==> src/rtl/ctm_pkg.sv <==
package ctm_pkg;
  localparam int unsigned CMD_WIN_SHORT = 128;
  localparam int unsigned CMD_WIN_LONG  = 256;
  localparam int unsigned PRESC_DEFAULT = 10000;
  localparam int unsigned LIM_W_DEFAULT = 16;

  typedef enum logic [1:0] {
    TSEL_SHORT = 2'b00,
    TSEL_LONG  = 2'b01,
    TSEL_RSV2  = 2'b10,
    TSEL_RSV3  = 2'b11
  } tsel_e;
endpackage

==> src/rtl/ctm_prescaler.sv <==
module ctm_prescaler #(
  parameter int unsigned DIV = 10000
) (
  input  logic clk,
  input  logic rst_n,
  output logic pulse
);
  localparam int unsigned PW = (DIV > 1) ? $clog2(DIV) : 1;
  localparam logic [PW-1:0] LAST = PW'(DIV - 1);

  logic [PW-1:0] cnt_q;

  assign pulse = (cnt_q == LAST);

  always_ff @(posedge clk) begin
    if (!rst_n)     cnt_q <= '0;
    else if (pulse) cnt_q <= '0;
    else            cnt_q <= cnt_q + 1'b1;
  end

  // after each pulse the divider restarts from zero
  assert_presc_wrap_R4: assert property (@(posedge clk) disable iff (!rst_n)
    pulse |=> (cnt_q == '0));
endmodule

==> src/rtl/ctm_cmd_timer.sv <==
module ctm_cmd_timer
  import ctm_pkg::*;
#(
  parameter int unsigned WIN_SHORT = CMD_WIN_SHORT,
  parameter int unsigned WIN_LONG  = CMD_WIN_LONG
) (
  input  logic       clk,
  input  logic       rst_n,
  input  logic       tick,
  input  logic       start,
  input  logic       stop,
  input  logic [1:0] tsel,
  input  logic       clr,
  output logic       flag,
  output logic       cfg_err
);
  localparam int unsigned CW = $clog2(WIN_LONG + 1);

  logic          run_q;
  logic [CW-1:0] cnt_q;
  logic [CW-1:0] cnt_nxt;
  logic [CW-1:0] window;
  logic          expire;

  always_comb begin
    unique case (tsel_e'(tsel))
      TSEL_SHORT: window = CW'(WIN_SHORT);
      default:    window = CW'(WIN_LONG);
    endcase
  end

  assign cfg_err = tsel[1];
  assign cnt_nxt = cnt_q + 1'b1;
  assign expire  = run_q && !start && !stop && tick && (cnt_nxt == window);

  always_ff @(posedge clk) begin
    if (!rst_n) begin
      run_q <= 1'b0;
      cnt_q <= '0;
    end else if (start) begin
      run_q <= 1'b1;
      cnt_q <= '0;
    end else if (run_q) begin
      if (stop || expire) run_q <= 1'b0;
      else if (tick)      cnt_q <= cnt_nxt;
    end
  end

  always_ff @(posedge clk) begin
    if (!rst_n)      flag <= 1'b0;
    else if (expire) flag <= 1'b1;
    else if (clr)    flag <= 1'b0;
  end

  // with the timer idle, the flag cannot appear
  assert_cmd_idle_quiet_R2: assert property (@(posedge clk) disable iff (!rst_n)
    (!run_q && !flag) |=> !flag);
  // the flag holds until its own clear strobe
  assert_cmd_sticky_R11: assert property (@(posedge clk) disable iff (!rst_n)
    (flag && !clr) |=> flag);
  // the count never passes the largest window
  assert_cmd_bound_R1: assert property (@(posedge clk) disable iff (!rst_n)
    run_q |-> (cnt_q < CW'(WIN_LONG)));
endmodule

==> src/rtl/ctm_data_timer.sv <==
module ctm_data_timer #(
  parameter int unsigned LIM_W = 16
) (
  input  logic             clk,
  input  logic             rst_n,
  input  logic             pulse,
  input  logic             start,
  input  logic             stop,
  input  logic [LIM_W-1:0] limit,
  input  logic             ie,
  input  logic             clr,
  output logic             flag
);
  logic             active_q;
  logic [LIM_W-1:0] cnt_q;
  logic [LIM_W-1:0] cnt_nxt;
  logic [LIM_W-1:0] eff_limit;
  logic             hit;

  assign eff_limit = (limit == '0) ? LIM_W'(1) : limit;
  assign cnt_nxt   = cnt_q + 1'b1;
  assign hit       = active_q && !stop && !start && pulse && (cnt_nxt == eff_limit);

  always_ff @(posedge clk) begin
    if (!rst_n || stop) begin
      active_q <= 1'b0;
      cnt_q    <= '0;
    end else if (start) begin
      active_q <= 1'b1;
      cnt_q    <= '0;
    end else if (active_q && pulse) begin
      cnt_q <= cnt_nxt;
    end
  end

  always_ff @(posedge clk) begin
    if (!rst_n)          flag <= 1'b0;
    else if (hit && ie)  flag <= 1'b1;
    else if (clr)        flag <= 1'b0;
  end

  // an end or abort leaves the counter cleared and stopped
  assert_data_stop_clears_R6: assert property (@(posedge clk) disable iff (!rst_n)
    stop |=> (!active_q && cnt_q == '0));
  // an idle counter stays at zero until a start
  assert_data_idle_zero_R5: assert property (@(posedge clk) disable iff (!rst_n)
    (!active_q && !start) |=> (cnt_q == '0));
  // with the enable low, the flag cannot appear
  assert_data_ie_gate_R8: assert property (@(posedge clk) disable iff (!rst_n)
    (!ie && !flag) |=> !flag);
  // the flag holds until its own clear strobe
  assert_data_sticky_R11: assert property (@(posedge clk) disable iff (!rst_n)
    (flag && !clr) |=> flag);
endmodule

==> src/rtl/card_timeout_mon.sv <==
module card_timeout_mon
  import ctm_pkg::*;
#(
  parameter int unsigned PRESC_DIV = PRESC_DEFAULT,
  parameter int unsigned LIM_W     = LIM_W_DEFAULT
) (
  input  logic             clk,
  input  logic             rst_n,
  input  logic             xfer_tick,
  input  logic             cmd_sent,
  input  logic             rsp_done,
  input  logic [1:0]       cmd_tsel,
  input  logic             seq_start,
  input  logic             seq_end,
  input  logic             seq_abort,
  input  logic             limit_wr,
  input  logic [LIM_W-1:0] limit_wdata,
  input  logic             err_ie,
  input  logic             cmd_clr,
  input  logic             data_clr,
  output logic             cmd_to_flag,
  output logic             data_to_flag,
  output logic             irq,
  output logic             cfg_err
);
  logic             presc_pulse;
  logic [LIM_W-1:0] limit_q;

  always_ff @(posedge clk) begin
    if (!rst_n)        limit_q <= '1;
    else if (limit_wr) limit_q <= limit_wdata;
  end

  ctm_prescaler #(.DIV(PRESC_DIV)) u_presc (
    .clk   (clk),
    .rst_n (rst_n),
    .pulse (presc_pulse)
  );

  ctm_cmd_timer u_cmd (
    .clk     (clk),
    .rst_n   (rst_n),
    .tick    (xfer_tick),
    .start   (cmd_sent),
    .stop    (rsp_done),
    .tsel    (cmd_tsel),
    .clr     (cmd_clr),
    .flag    (cmd_to_flag),
    .cfg_err (cfg_err)
  );

  ctm_data_timer #(.LIM_W(LIM_W)) u_data (
    .clk   (clk),
    .rst_n (rst_n),
    .pulse (presc_pulse),
    .start (seq_start),
    .stop  (seq_end | seq_abort),
    .limit (limit_q),
    .ie    (err_ie),
    .clr   (data_clr),
    .flag  (data_to_flag)
  );

  assign irq = cmd_to_flag | data_to_flag;

  // the limit register takes the written value one edge later
  assert_limit_load_R7: assert property (@(posedge clk) disable iff (!rst_n)
    limit_wr |=> (limit_q == $past(limit_wdata)));
  // any raised flag reaches the request line
  assert_irq_follows_R12: assert property (@(posedge clk) disable iff (!rst_n)
    ($rose(cmd_to_flag) || $rose(data_to_flag)) |-> irq);
endmodule

==> config.mk <==
export PLATFORM = sky130hd
export DESIGN_NAME = card_timeout_mon
export DESIGN_NICKNAME = d
export VERILOG_FILES = /design/src/rtl/ctm_pkg.sv /design/src/rtl/ctm_prescaler.sv /design/src/rtl/ctm_cmd_timer.sv /design/src/rtl/ctm_data_timer.sv /design/src/rtl/card_timeout_mon.sv
export SDC_FILE = /design/constraint.sdc
export NUM_CORES = 1
export LEC_CHECK = 0
export BUFFER_PORTS_ARGS = -buffer_cell sky130_fd_sc_hd__buf_2
export CORE_MARGIN = 10
export CORE_UTILIZATION = 31
export CTS_BUF_LIST = sky130_fd_sc_hd__clkbuf_16
export DETAILED_ROUTE_END_ITERATION = 8
export GPL_TIMING_DRIVEN = 1
export PLACE_DENSITY = 0.48
export SYNTH_ARGS = -nofsm -noshare
export SYNTH_HDL_FRONTEND = slang
export SYNTH_SLANG_ARGS = --single-unit
==> constraint.sdc <==
create_clock -name clk -period 2.94 [get_ports clk]
set_clock_uncertainty 0.15 [all_clocks]
set_input_delay 0.588 -clock clk [delete_from_list [all_inputs] [get_ports clk]]
set_output_delay 0.588 -clock clk [all_outputs]
set_load 0.03 [all_outputs]
==> flow_metrics.env, run 1 <==
export IMPL_cts_tree="done"
export IMPL_maxCapViolCount=0
export IMPL_cts_buffer_depth=2
export IMPL_setup_viol=0
export IMPL_worstSetupEndpointType="register"
export IMPL_cts_sinks=59
export IMPL_synth_most_common_cell="dfxtp_1"
export IMPL_period_share_pct=84.9
export IMPL_syn_area_sq_um=3180
export IMPL_final_layout_size_suffix_gt1_share_pct=14.0
export IMPL_rsz0062_at_grt="false"
export IMPL_synth_edff_count=0
export IMPL_synth_main_ff_cell="dfxtp_1"
export IMPL_grt_total_usage_pct=10.2
export IMPL_ys_warnings_count=0
export IMPL_syn_num_nets=408
export IMPL_placed_cells=524
export IMPL_numCtsBuffers=9
export IMPL_port_buffers=33
export IMPL_grt_pass1_vias=2593
export IMPL_tightest_slew_ps=533
export IMPL_routed_via_density=4.93
export IMPL_syn_avg_cell_area_sq_um=8.50
export IMPL_area_growth_pct=16.9
export IMPL_worst_path_largest_cell_delay_ps=590
export IMPL_finalHoldWorstSlack_ps=290
export IMPL_multi_input_area_sq_um=1880
export IMPL_synth_top_area_share_pct=37.1
export IMPL_die_area_sq_um=14700
export IMPL_ant_nets=0
export IMPL_grt_pass1_wl_microns=12400
export IMPL_synth_cell_types=52
export IMPL_diodes=0
export IMPL_cts_hold_buf=0
export IMPL_fin_util_pct=37.7
export IMPL_wl_per_cell_microns=13.6
export IMPL_start_util_pct=32.2
export IMPL_outcome="complete, no violations"
export IMPL_cp_slowest_cell="or3_1"
export IMPL_postCtsSetupRepairBufs=0
export IMPL_critical_path_class="reg2reg"
export IMPL_critPathArrivalTime_ps=2610
export IMPL_row_count=36
export IMPL_grt_max_degree=25
export IMPL_ios=34
export IMPL_synth_largest_area_cell="dfxtp_1"
export IMPL_firstDrtPassIters=5
export IMPL_async_reset_ff_share_pct=0
export IMPL_drc=0
export IMPL_syn_inst=374
export IMPL_cp_required_ps=3050
export IMPL_power_density_nw_per_um2=523
export IMPL_layout_cells_non_filler=539
export IMPL_hpwl_microns=5420
export IMPL_ys_ff_latch=59
export IMPL_finalSetupTns_ps=0
export IMPL_grt_ovfl_total=0
export IMPL_register_area_sq_um=1180
export IMPL_ctsResizeCount=0
export IMPL_num_vias=2655
export IMPL_min_period_ps=2500
export IMPL_cts_max_level=3
export IMPL_wl_microns=7360
export IMPL_core_sq_um=9860
export IMPL_ir_drop_v=0.000238
export IMPL_ys_seq_area_share_pct=37.1
export IMPL_gp_congestion=0.815
export IMPL_crit_fanout=10
export IMPL_nets=436
export IMPL_insertion_delay_ps=320
export IMPL_slew_headroom_pct=63.5
export IMPL_die_w_microns=121
export IMPL_fp_dieH_microns=121
export IMPL_hold_viol=0
export IMPL_synthTopCellsByCount="dfxtp_1, nand2_1, nor2_1"
export IMPL_fill_cells=991
export IMPL_root_buffer="clkbuf_16"
export IMPL_path_clk_slew_ps=50
export IMPL_hp_class="reg2reg"
export IMPL_synth_area_leaders="dfxtp_1, xnor2_1, mux2i_1, nand2_1, xor2_1"
export IMPL_slew_violations=0
export IMPL_drtIter0Drc=166
export IMPL_leakage_uw=0.00135
export IMPL_path_cells="nand4_1 -> or3_1 -> xor2_1 -> a2111oi_0 -> a21o_1"
export IMPL_crit_path_start_kind="register"
export IMPL_fmax_mhz=401
export IMPL_antenna_found_initial=0
==> layout make-up <==
type                    count  share of cell area (%)
clock buffers               9                    6.06
clock inverters             6                    1.62
inverters                   7                   0.707
multi-input cells         290                    50.5
flip-flops and latches     59                    31.8
well taps                 133                    4.48
repair buffers             35                    4.85
==> power by group <==
group,internal [uW],switching (uW),leakage (uW)
registers,819,19.9,0.000480
logic,49.3,49.1,0.000736
clock network,644,365,0.000136
==> layer usage <==
metal / GRT usage (%) / up-vias / part of all wire [%]
li1: - / 1384 / -
met1: 12.1 / 1221 / 47
met2: 17.4 / 40 / 49
met3: 2.51 / 10 / 2.5
met4: 4.02 / 0 / 1.5
met5: 0 / - / 0
==> kinds of logic after synthesis <==
kind of cell / count (synthesis) / synth area share (%)
and+or+nand+nor: 165 / 27.0
DFF: 59 / 37.1
AOI/OAI and AO/OA: 56 / 11.9
xor gates and xnor gates: 46 / 12.7
buffers and inverters: 25 / 3.78
muxes: 19 / 5.98
adders and majority gates: 4 / 1.57
==> layout by cell type (no fill, tap or decap), types with 3 or more instances in the layout <==
master,n
dfxtp_1,59
nand2_1,46
nor2_1,34
buf_2,33
xnor2_1,28
mux2i_1,19
a21oi_1,18
xor2_1,18
nand3_1,16
nand4_1,11
or3_1,11
inv_1,9
o21ai_0,9
clkbuf_16,9
nor4_1,7
and3_1,6
and2_1,6
nor3_1,6
nand3b_1,4
a211o_1,4
a21o_1,4
o22ai_1,4
nor2b_1,4
ha_1,4
nand2b_1,3
o211ai_1,3
clkinvlp_4,3
==> critical path: cells and delay by family, from the launching register on <==
| family | cells | cell delay (ps) |
|---|---|---|
| AND/OR/NAND/NOR | 2 | 910 |
| AO/OA/AOI/OAI | 2 | 730 |
| flip-flops | 1 | 460 |
| XOR/XNOR | 1 | 190 |
==> registers in the layout (all words and copies together), names as in the netlist <==
signal and flops:
u_presc.cnt_q 14, u_cmd.flag 1, u_cmd.cnt_q 9, u_data.active_q 1
u_data.flag 1, u_cmd.run_q 1, limit_q 16, u_data.cnt_q 16
==> final timing paths <==
path,from,to,slack [ps],depth (start not counted)
worst max register to register,u_data.cnt_q[4]$_SDFFE_PP0P_,u_data.flag$_SDFFE_PN0P_,440,5
worst max-delay path,u_data.cnt_q[4]$_SDFFE_PP0P_,u_data.flag$_SDFFE_PN0P_,440,5
worst min-delay path,u_presc.cnt_q[0]$_SDFF_PP0_,u_presc.cnt_q[0]$_SDFF_PP0_,290,1
worst min register to register,u_presc.cnt_q[0]$_SDFF_PP0_,u_presc.cnt_q[0]$_SDFF_PP0_,290,1
==> per-stage QoR <==
step / worst slack (ps) / power (uW) / instance area, sq um
finish: 444 / 1950 / 3720
global route: 245 / 2020 / 3720
CTS: 440 / 1970 / 3720
detailed placement: 482 / 955 / 3430
global placement: 537 / 954 / 3430
floorplan: 545 / 915 / 3180
(Power assumes the default switching activity.)
==> inputs of run 2 (changes only) <==
- ABC_AREA: not set -> 1
- PLACE_DENSITY: 0.48 -> 0.49
- clock period: 2.94 -> 2.15 ns (I/O delays scaled with it)
==> run 2 against run 1 <==
Against the previous run: worst setup slack got worse by 270 ps; synthesized area increased by 1.0%; count of clock-buffer cells in the layout unchanged; largest power group unchanged; critical path depth increased by 6; non-clock buffer count increased by 10; clock power increased by 61%; final area increased by 6.6%; largest cell class unchanged; wire length increased by 15%; combinational power increased by 59%; critical endpoint is now u_cmd.cnt_q[6]$_SDFFE_PP0P_.
==> flow_metrics.env, run 2 <==
export IMPL_outcome="complete, no violations"
export IMPL_final_layout_size_suffix_gt1_share_pct=15.7
export IMPL_cts_max_level=3
export IMPL_numCtsBuffers=9
export IMPL_async_reset_ff_share_pct=0
export IMPL_crit_fanout=7
export IMPL_cts_sinks=59
export IMPL_insertion_delay_ps=330
export IMPL_finalSetupTns_ps=0
export IMPL_synth_top_family_by_area="simple AND/OR/NAND/NOR gates"
export IMPL_power_density_nw_per_um2=741
export IMPL_worstSetupEndpointType="register"
export IMPL_synth_compound_area_share_pct=15.0
export IMPL_fp_dieH_microns=122
export IMPL_synthAdderAreaFrac_pct=1.56
export IMPL_ys_ff_latch=59
export IMPL_leakage_uw=0.00168
export IMPL_cts_hold_buf=0
export IMPL_hpwl_microns=6370
export IMPL_wl_microns=8440
export IMPL_die_w_microns=122
export IMPL_cts_tree="done"
export IMPL_hp_class="in2reg"
export IMPL_top_regs="limit_q x16, u_data.cnt_q x16, u_presc.cnt_q x14"
export IMPL_root_buffer="clkbuf_16"
export IMPL_syn_area_sq_um=3210
export IMPL_row_count=37
export IMPL_synth_area_leaders="dfxtp_1, nand2_1, nor2_1, inv_1, nand3_1"
export IMPL_ant_nets=0
export IMPL_syn_inst=489
export IMPL_cts_buffer_depth=2
export IMPL_num_vias=3164
export IMPL_final_common_cell="nand2_1"
export IMPL_syn_avg_cell_area_sq_um=6.57
export IMPL_synth_mux_area_share_pct=0
export IMPL_diodes=0
export IMPL_synth_cell_types=33
export IMPL_slew_violations=0
export IMPL_setup_viol=0
export IMPL_path_clk_slew_ps=50
export IMPL_holdCritStartpoint="limit_wdata[0]"
export IMPL_port_buffers=33
export IMPL_start_util_pct=31.4
export IMPL_min_period_ps=1980
export IMPL_maxCapViolCount=0
export IMPL_grt_pass1_vias=3081
export IMPL_grt_pass1_wl_microns=14400
export IMPL_crit_path_start_kind="register"
export IMPL_grt_total_usage_pct=11.8
export IMPL_grt_max_degree=30
export IMPL_ys_warnings_count=0
export IMPL_synth_largest_area_cell="dfxtp_1"
export IMPL_crit_family="simple AND/OR/NAND/NOR gates"
export IMPL_worst_path_largest_cell_delay_ps=330
export IMPL_drtIter0Drc=176
export IMPL_most_common_layout_cells="nand2_1, inv_1, nor2_1, dfxtp_1, nand3_1"
export IMPL_rsz0062_at_grt="false"
export IMPL_hold_viol=0
export IMPL_tightest_slew_ps=614
export IMPL_antenna_found_initial=0
export IMPL_syn_num_nets=523
export IMPL_area_growth_pct=23.4
export IMPL_slew_headroom_pct=58.9
export IMPL_core_sq_um=10200
export IMPL_synth_most_common_cell="nand2_1"
export IMPL_ir_drop_v=0.000348
export IMPL_ios=34
export IMPL_fmax_mhz=505
export IMPL_p_total_uw=2940
export IMPL_placed_cells=656
export IMPL_layout_cells_non_filler=676
export IMPL_wl_per_cell_microns=12.5
export IMPL_critical_path_class="reg2reg"
export IMPL_synthSimpleGateAreaFrac_pct=35.4
export IMPL_die_area_sq_um=14800
export IMPL_grt_ovfl_total=0
export IMPL_cp_required_ps=2220
export IMPL_cp_slowest_cell="dfxtp_2"
export IMPL_synth_xor_area_share_pct=2.73
export IMPL_cp_common_cell="nor2_1"
export IMPL_synth_edff_count=0
export IMPL_gp_congestion=0.830
export IMPL_firstDrtPassIters=4
export IMPL_rr_startpoint="u_cmd.cnt_q[0]$_SDFFE_PP0P_"
export IMPL_synth_main_ff_cell="dfxtp_1"
export IMPL_critPathArrivalTime_ps=2050
export IMPL_synthTopCellsByCount="nand2_1, nor2_1, dfxtp_1, inv_1, nand3_1"
export IMPL_startpoint="u_cmd.cnt_q[0]$_SDFFE_PP0P_"
export IMPL_period_share_pct=92.0
export IMPL_nets=569
export IMPL_synth_top_area_share_pct=36.8
export IMPL_ys_seq_area_share_pct=36.8
export IMPL_path_cells="ha_1 -> nand2_1 -> nor2_1 -> xor2_1 -> inv_1 -> nand3_1 -> nor3_2 -> nand2_4 -> buf_4 -> a21oi_1 -> nor2_1"
export IMPL_crit_buf_inv=2
export IMPL_routed_via_density=4.68
export IMPL_drc=0
[run 2: kinds of logic after synthesis]
logic type      after synthesis
simple gates                254
flops                        59
buf+inv                      70
fa+ha+maj                     4
xor+xnor                     10
compound gates               92
[run 2: cell type report]
cell class	instances	area [sq um]
Fill cell	1094	6270
Tap cell	136	170
Timing Repair Buffer	45	268
Clock inverter	7	109
Sequential cell	59	1180
Inverter	60	225
Multi-Input combinational cell	360	1780
Clock buffer	9	225
[run 2: what timing repair did]
action,CTS,global route
endpoints found under the hold margin,0,0
resized for setup,0,11
setup buffers,0,4
endpoints found under the setup margin,0,11
[run 2: path summary, 6_finish.rpt]
kind                                 endpoint  slack [ps]  cells after the start
setup / recovery  u_cmd.cnt_q[6]$_SDFFE_PP0P_         170                     11
hold / removal        limit_q[0]$_SDFFE_PN1P_         160                      3
setup reg to reg  u_cmd.cnt_q[6]$_SDFFE_PP0P_         170                     11
hold reg to reg   u_presc.cnt_q[0]$_SDFF_PP0_         300                      1
[run 2: report_power, final]
group / internal (uW) / switching [uW] / total, uW
Combinational: 65.8 / 90.3 / 156
Clock: 1120 / 514 / 1630
Sequential: 1120 / 25.5 / 1150
[run 2: stage by stage]
step	instance area (sq um)	setup slack [ps]	hold WS [ps]	utilization (%)
3_5_place_dp	3560	45.7	292	34.8
2_1_floorplan	3210	368	268	-
6_report	3970	171	161	38.8
3_3_place_gp	3560	140	290	34.8
5_1_grt	3970	7.05	180	38.8
4_1_cts	3890	24.4	164	38.0
[run 2: per-layer routing]
metal	wire, microns	GRT usage [%]	up-vias
li1	-	-	1691
met1	3900	13.8	1426
met2	4130	20.5	37
met3	262	2.78	10
met4	151	4.62	0
met5	0	0	-
[run 2: worst min-delay path, cell delays in order]
cell,delay (ps)
buf_2,70
a21oi_1,50
o21ai_0,50
==> inputs of run 3 (changes only) <==
- CELL_PAD_IN_SITES_DETAIL_PLACEMENT: not set -> 2
- CELL_PAD_IN_SITES_GLOBAL_PLACEMENT: not set -> 2
- CORE_UTILIZATION: 31 -> 29
- PLACE_DENSITY: 0.49 -> 0.75
==> run 3 against run 2 <==
Against the previous run: count of clock-buffer cells in the layout unchanged; largest cell class unchanged; die area up 5.8%; flip-flop and latch count unchanged; fmax down 4.2%; final cell count up 0.89%; register-to-register slack worse by 90 ps; worst setup slack worse by 86 ps; core utilization down 1.5 points; first-iteration DRC count down 53%; final area up 2.0%; via count up 5.6%.
==> flow_metrics.env, run 3 (synthesized netlist as in run 2, its figures left out) <==
export IMPL_hp_class="in2reg"
export IMPL_fin_util_pct=37.3
export IMPL_slew_headroom_pct=57.9
export IMPL_cp_required_ps=2280
export IMPL_grt_pass1_wl_microns=18500
export IMPL_cts_max_level=3
export IMPL_outcome="complete, no violations"
export IMPL_holdCritStartpoint="limit_wdata[12]"
export IMPL_rr_startpoint="u_data.cnt_q[1]$_SDFFE_PP0P_"
export IMPL_antenna_found_initial=0
export IMPL_pwr_share_clk_pct=54.2
export IMPL_cp_common_cell="nand2_1"
export IMPL_finalHoldWorstSlack_ps=162
export IMPL_top_regs="limit_q x16, u_data.cnt_q x16, u_presc.cnt_q x14"
export IMPL_start_util_pct=29.6
export IMPL_crit_fanout=4
export IMPL_worst_path_largest_cell_delay_ps=430
export IMPL_wl_microns=10900
export IMPL_crit_path_start_kind="register"
export IMPL_critical_path_class="reg2reg"
export IMPL_leakage_uw=0.00167
export IMPL_cts_tree="done"
export IMPL_critPathArrivalTime_ps=2190
export IMPL_ios=34
export IMPL_core_sq_um=10800
export IMPL_min_path_cells=3
export IMPL_final_layout_size_suffix_gt1_share_pct=19.6
export IMPL_cp_slowest_cell="dfxtp_1"
export IMPL_worstSetupEndpointType="register"
export IMPL_p_comb_share_pct=5.7
export IMPL_pwr_share_seq_pct=40.1
export IMPL_root_buffer="clkbuf_16"
export IMPL_numCtsBuffers=9
export IMPL_p_int_uw=2200
export IMPL_diodes=0
export IMPL_layout_cells_non_filler=682
export IMPL_path_clk_slew_ps=60
export IMPL_power_density_nw_per_um2=710
export IMPL_ant_nets=0
export IMPL_grt_ovfl_total=0
export IMPL_hpwl_microns=8300
export IMPL_fmax_mhz=484
export IMPL_gp_congestion=0.794
export IMPL_crit_buf_inv=0
export IMPL_grt_max_degree=30
export IMPL_most_common_layout_cells="nand2_1, inv_1, nor2_1, dfxtp_1, nand3_1"
export IMPL_cts_sinks=59
export IMPL_grt_total_usage_pct=14.1
export IMPL_num_vias=3341
export IMPL_p_total_uw=2870
export IMPL_period_share_pct=96.0
export IMPL_cts_hold_buf=0
export IMPL_worstRegToRegCells=11
export IMPL_die_area_sq_um=15700
export IMPL_fill_cells=1307
export IMPL_rr_endpoint="u_data.flag$_SDFFE_PN0P_"
export IMPL_area_growth_pct=25.9
export IMPL_routed_via_density=4.90
export IMPL_hold_viol=0
export IMPL_r2r_slack_ps=90
export IMPL_insertion_delay_ps=340
export IMPL_ir_drop_v=0.000425
export IMPL_grt_pass1_vias=3771
export IMPL_row_count=38
export IMPL_tightest_slew_ps=630
export IMPL_nets=571
export IMPL_slew_violations=0
export IMPL_placed_cells=661
export IMPL_maxCapViolCount=0
export IMPL_fp_dieH_microns=125
export IMPL_setup_viol=0
export IMPL_drc=0
export IMPL_crit_family="simple AND/OR/NAND/NOR gates"
export IMPL_path_cells="ha_4 -> nand3_2 -> o21ai_1 -> nand2_1 -> nand2_1 -> nand2_1 -> nor2_2 -> nand3_1 -> nor2_1 -> nand2_1 -> a21oi_2"
export IMPL_cts_buffer_depth=2
export IMPL_switching_share_pct=23.3
export IMPL_firstDrtPassIters=4
export IMPL_wl_per_cell_microns=16.0
export IMPL_min_period_ps=2060
export IMPL_hold_end="limit_q[12]$_SDFFE_PN1P_"
export IMPL_final_common_cell="nand2_1"
export IMPL_switchingPower_uw=669
export IMPL_die_w_microns=125
export IMPL_drtIter0Drc=82
export IMPL_port_buffers=33
==> run 3: cell count changes in the layout (fill, tap and decap cells not counted), moves of 3 or more <==
cell,change
dfxtp_1,-3
dfxtp_2,+3
nand2_1,-4
nand2_2,+5
nor2_1,-5
nor2_4,+3
o21ai_0,-3
o21ai_1,+3
==> run 3: worst max path at each step <==
stage                                 startpoint                           to  cells after the start
finish              u_data.cnt_q[1]$_SDFFE_PP0P_     u_data.flag$_SDFFE_PN0P_                     11
global route        u_data.cnt_q[1]$_SDFFE_PP0P_     u_data.flag$_SDFFE_PN0P_                     11
CTS                 u_data.cnt_q[0]$_SDFFE_PP0P_     u_data.flag$_SDFFE_PN0P_                     11
detailed placement   u_cmd.cnt_q[1]$_SDFFE_PP0P_  u_cmd.cnt_q[2]$_SDFFE_PP0P_                     12
global placement    u_data.cnt_q[0]$_SDFFE_PP0P_     u_data.flag$_SDFFE_PN0P_                     11
floorplan                               rsp_done  u_cmd.cnt_q[6]$_SDFFE_PP0P_                     11
==> run 3: worst min-delay path, delay by kind of cell <==
| kind | cells | cell delay (ps) |
|---|---|---|
| buffers and inverters | 1 | 80 |
| AO/OA/AOI/OAI | 2 | 110 |
==> run 3: power by group through the flow <==
stage	clock, uW	combinational, uW	sequential, uW
final	1560	163	1150
after detailed placement	0	163	1170
after global placement	0	155	1170
after CTS	1600	165	1150
after floorplan	0	97.3	1170
after global routing	1660	192	1160
==> run 3: routing by layer <==
metal	up-vias	track usage (%)	part of all wire, %
met5	-	0	0
met4	0	3.25	0.88
met3	10	3.89	2.5
met2	21	25.9	53
met1	1621	15.6	44
li1	1689	-	-
==> run 3: area by class of cell <==
| class | instances | area [sq um] | share of cell area, % |
|---|---|---|---|
| Clock buffer | 9 | 225 | 5.57 |
| Clock inverter | 7 | 93.8 | 2.32 |
| Inverter | 60 | 225 | 5.57 |
| Multi-Input combinational cell | 361 | 1870 | 46.3 |
| Sequential cell | 59 | 1190 | 29.4 |
| Tap cell | 140 | 175 | 4.33 |
| Timing Repair Buffer | 46 | 263 | 6.50 |
==> run 3: what timing repair did <==
item | in CTS | in global routing
pin swaps | 0 | 5
buffers inserted | 0 | 4
cloned | 0 | 1
endpoints found under the setup margin | 10 | 17
hold endpoints to repair | 0 | 0
gates resized for setup | 6 | 31
==> run 3: stage by stage <==
stage	setup WS (ps)	instance area, sq um	setup TNS [ps]
after global placement	44.7	3570	0
after CTS	7.27	3910	0
after floorplan	368	3210	0
final	85.6	4040	0
after detailed placement	-114	3570	-838
after global routing	-54.3	4040	-63.3
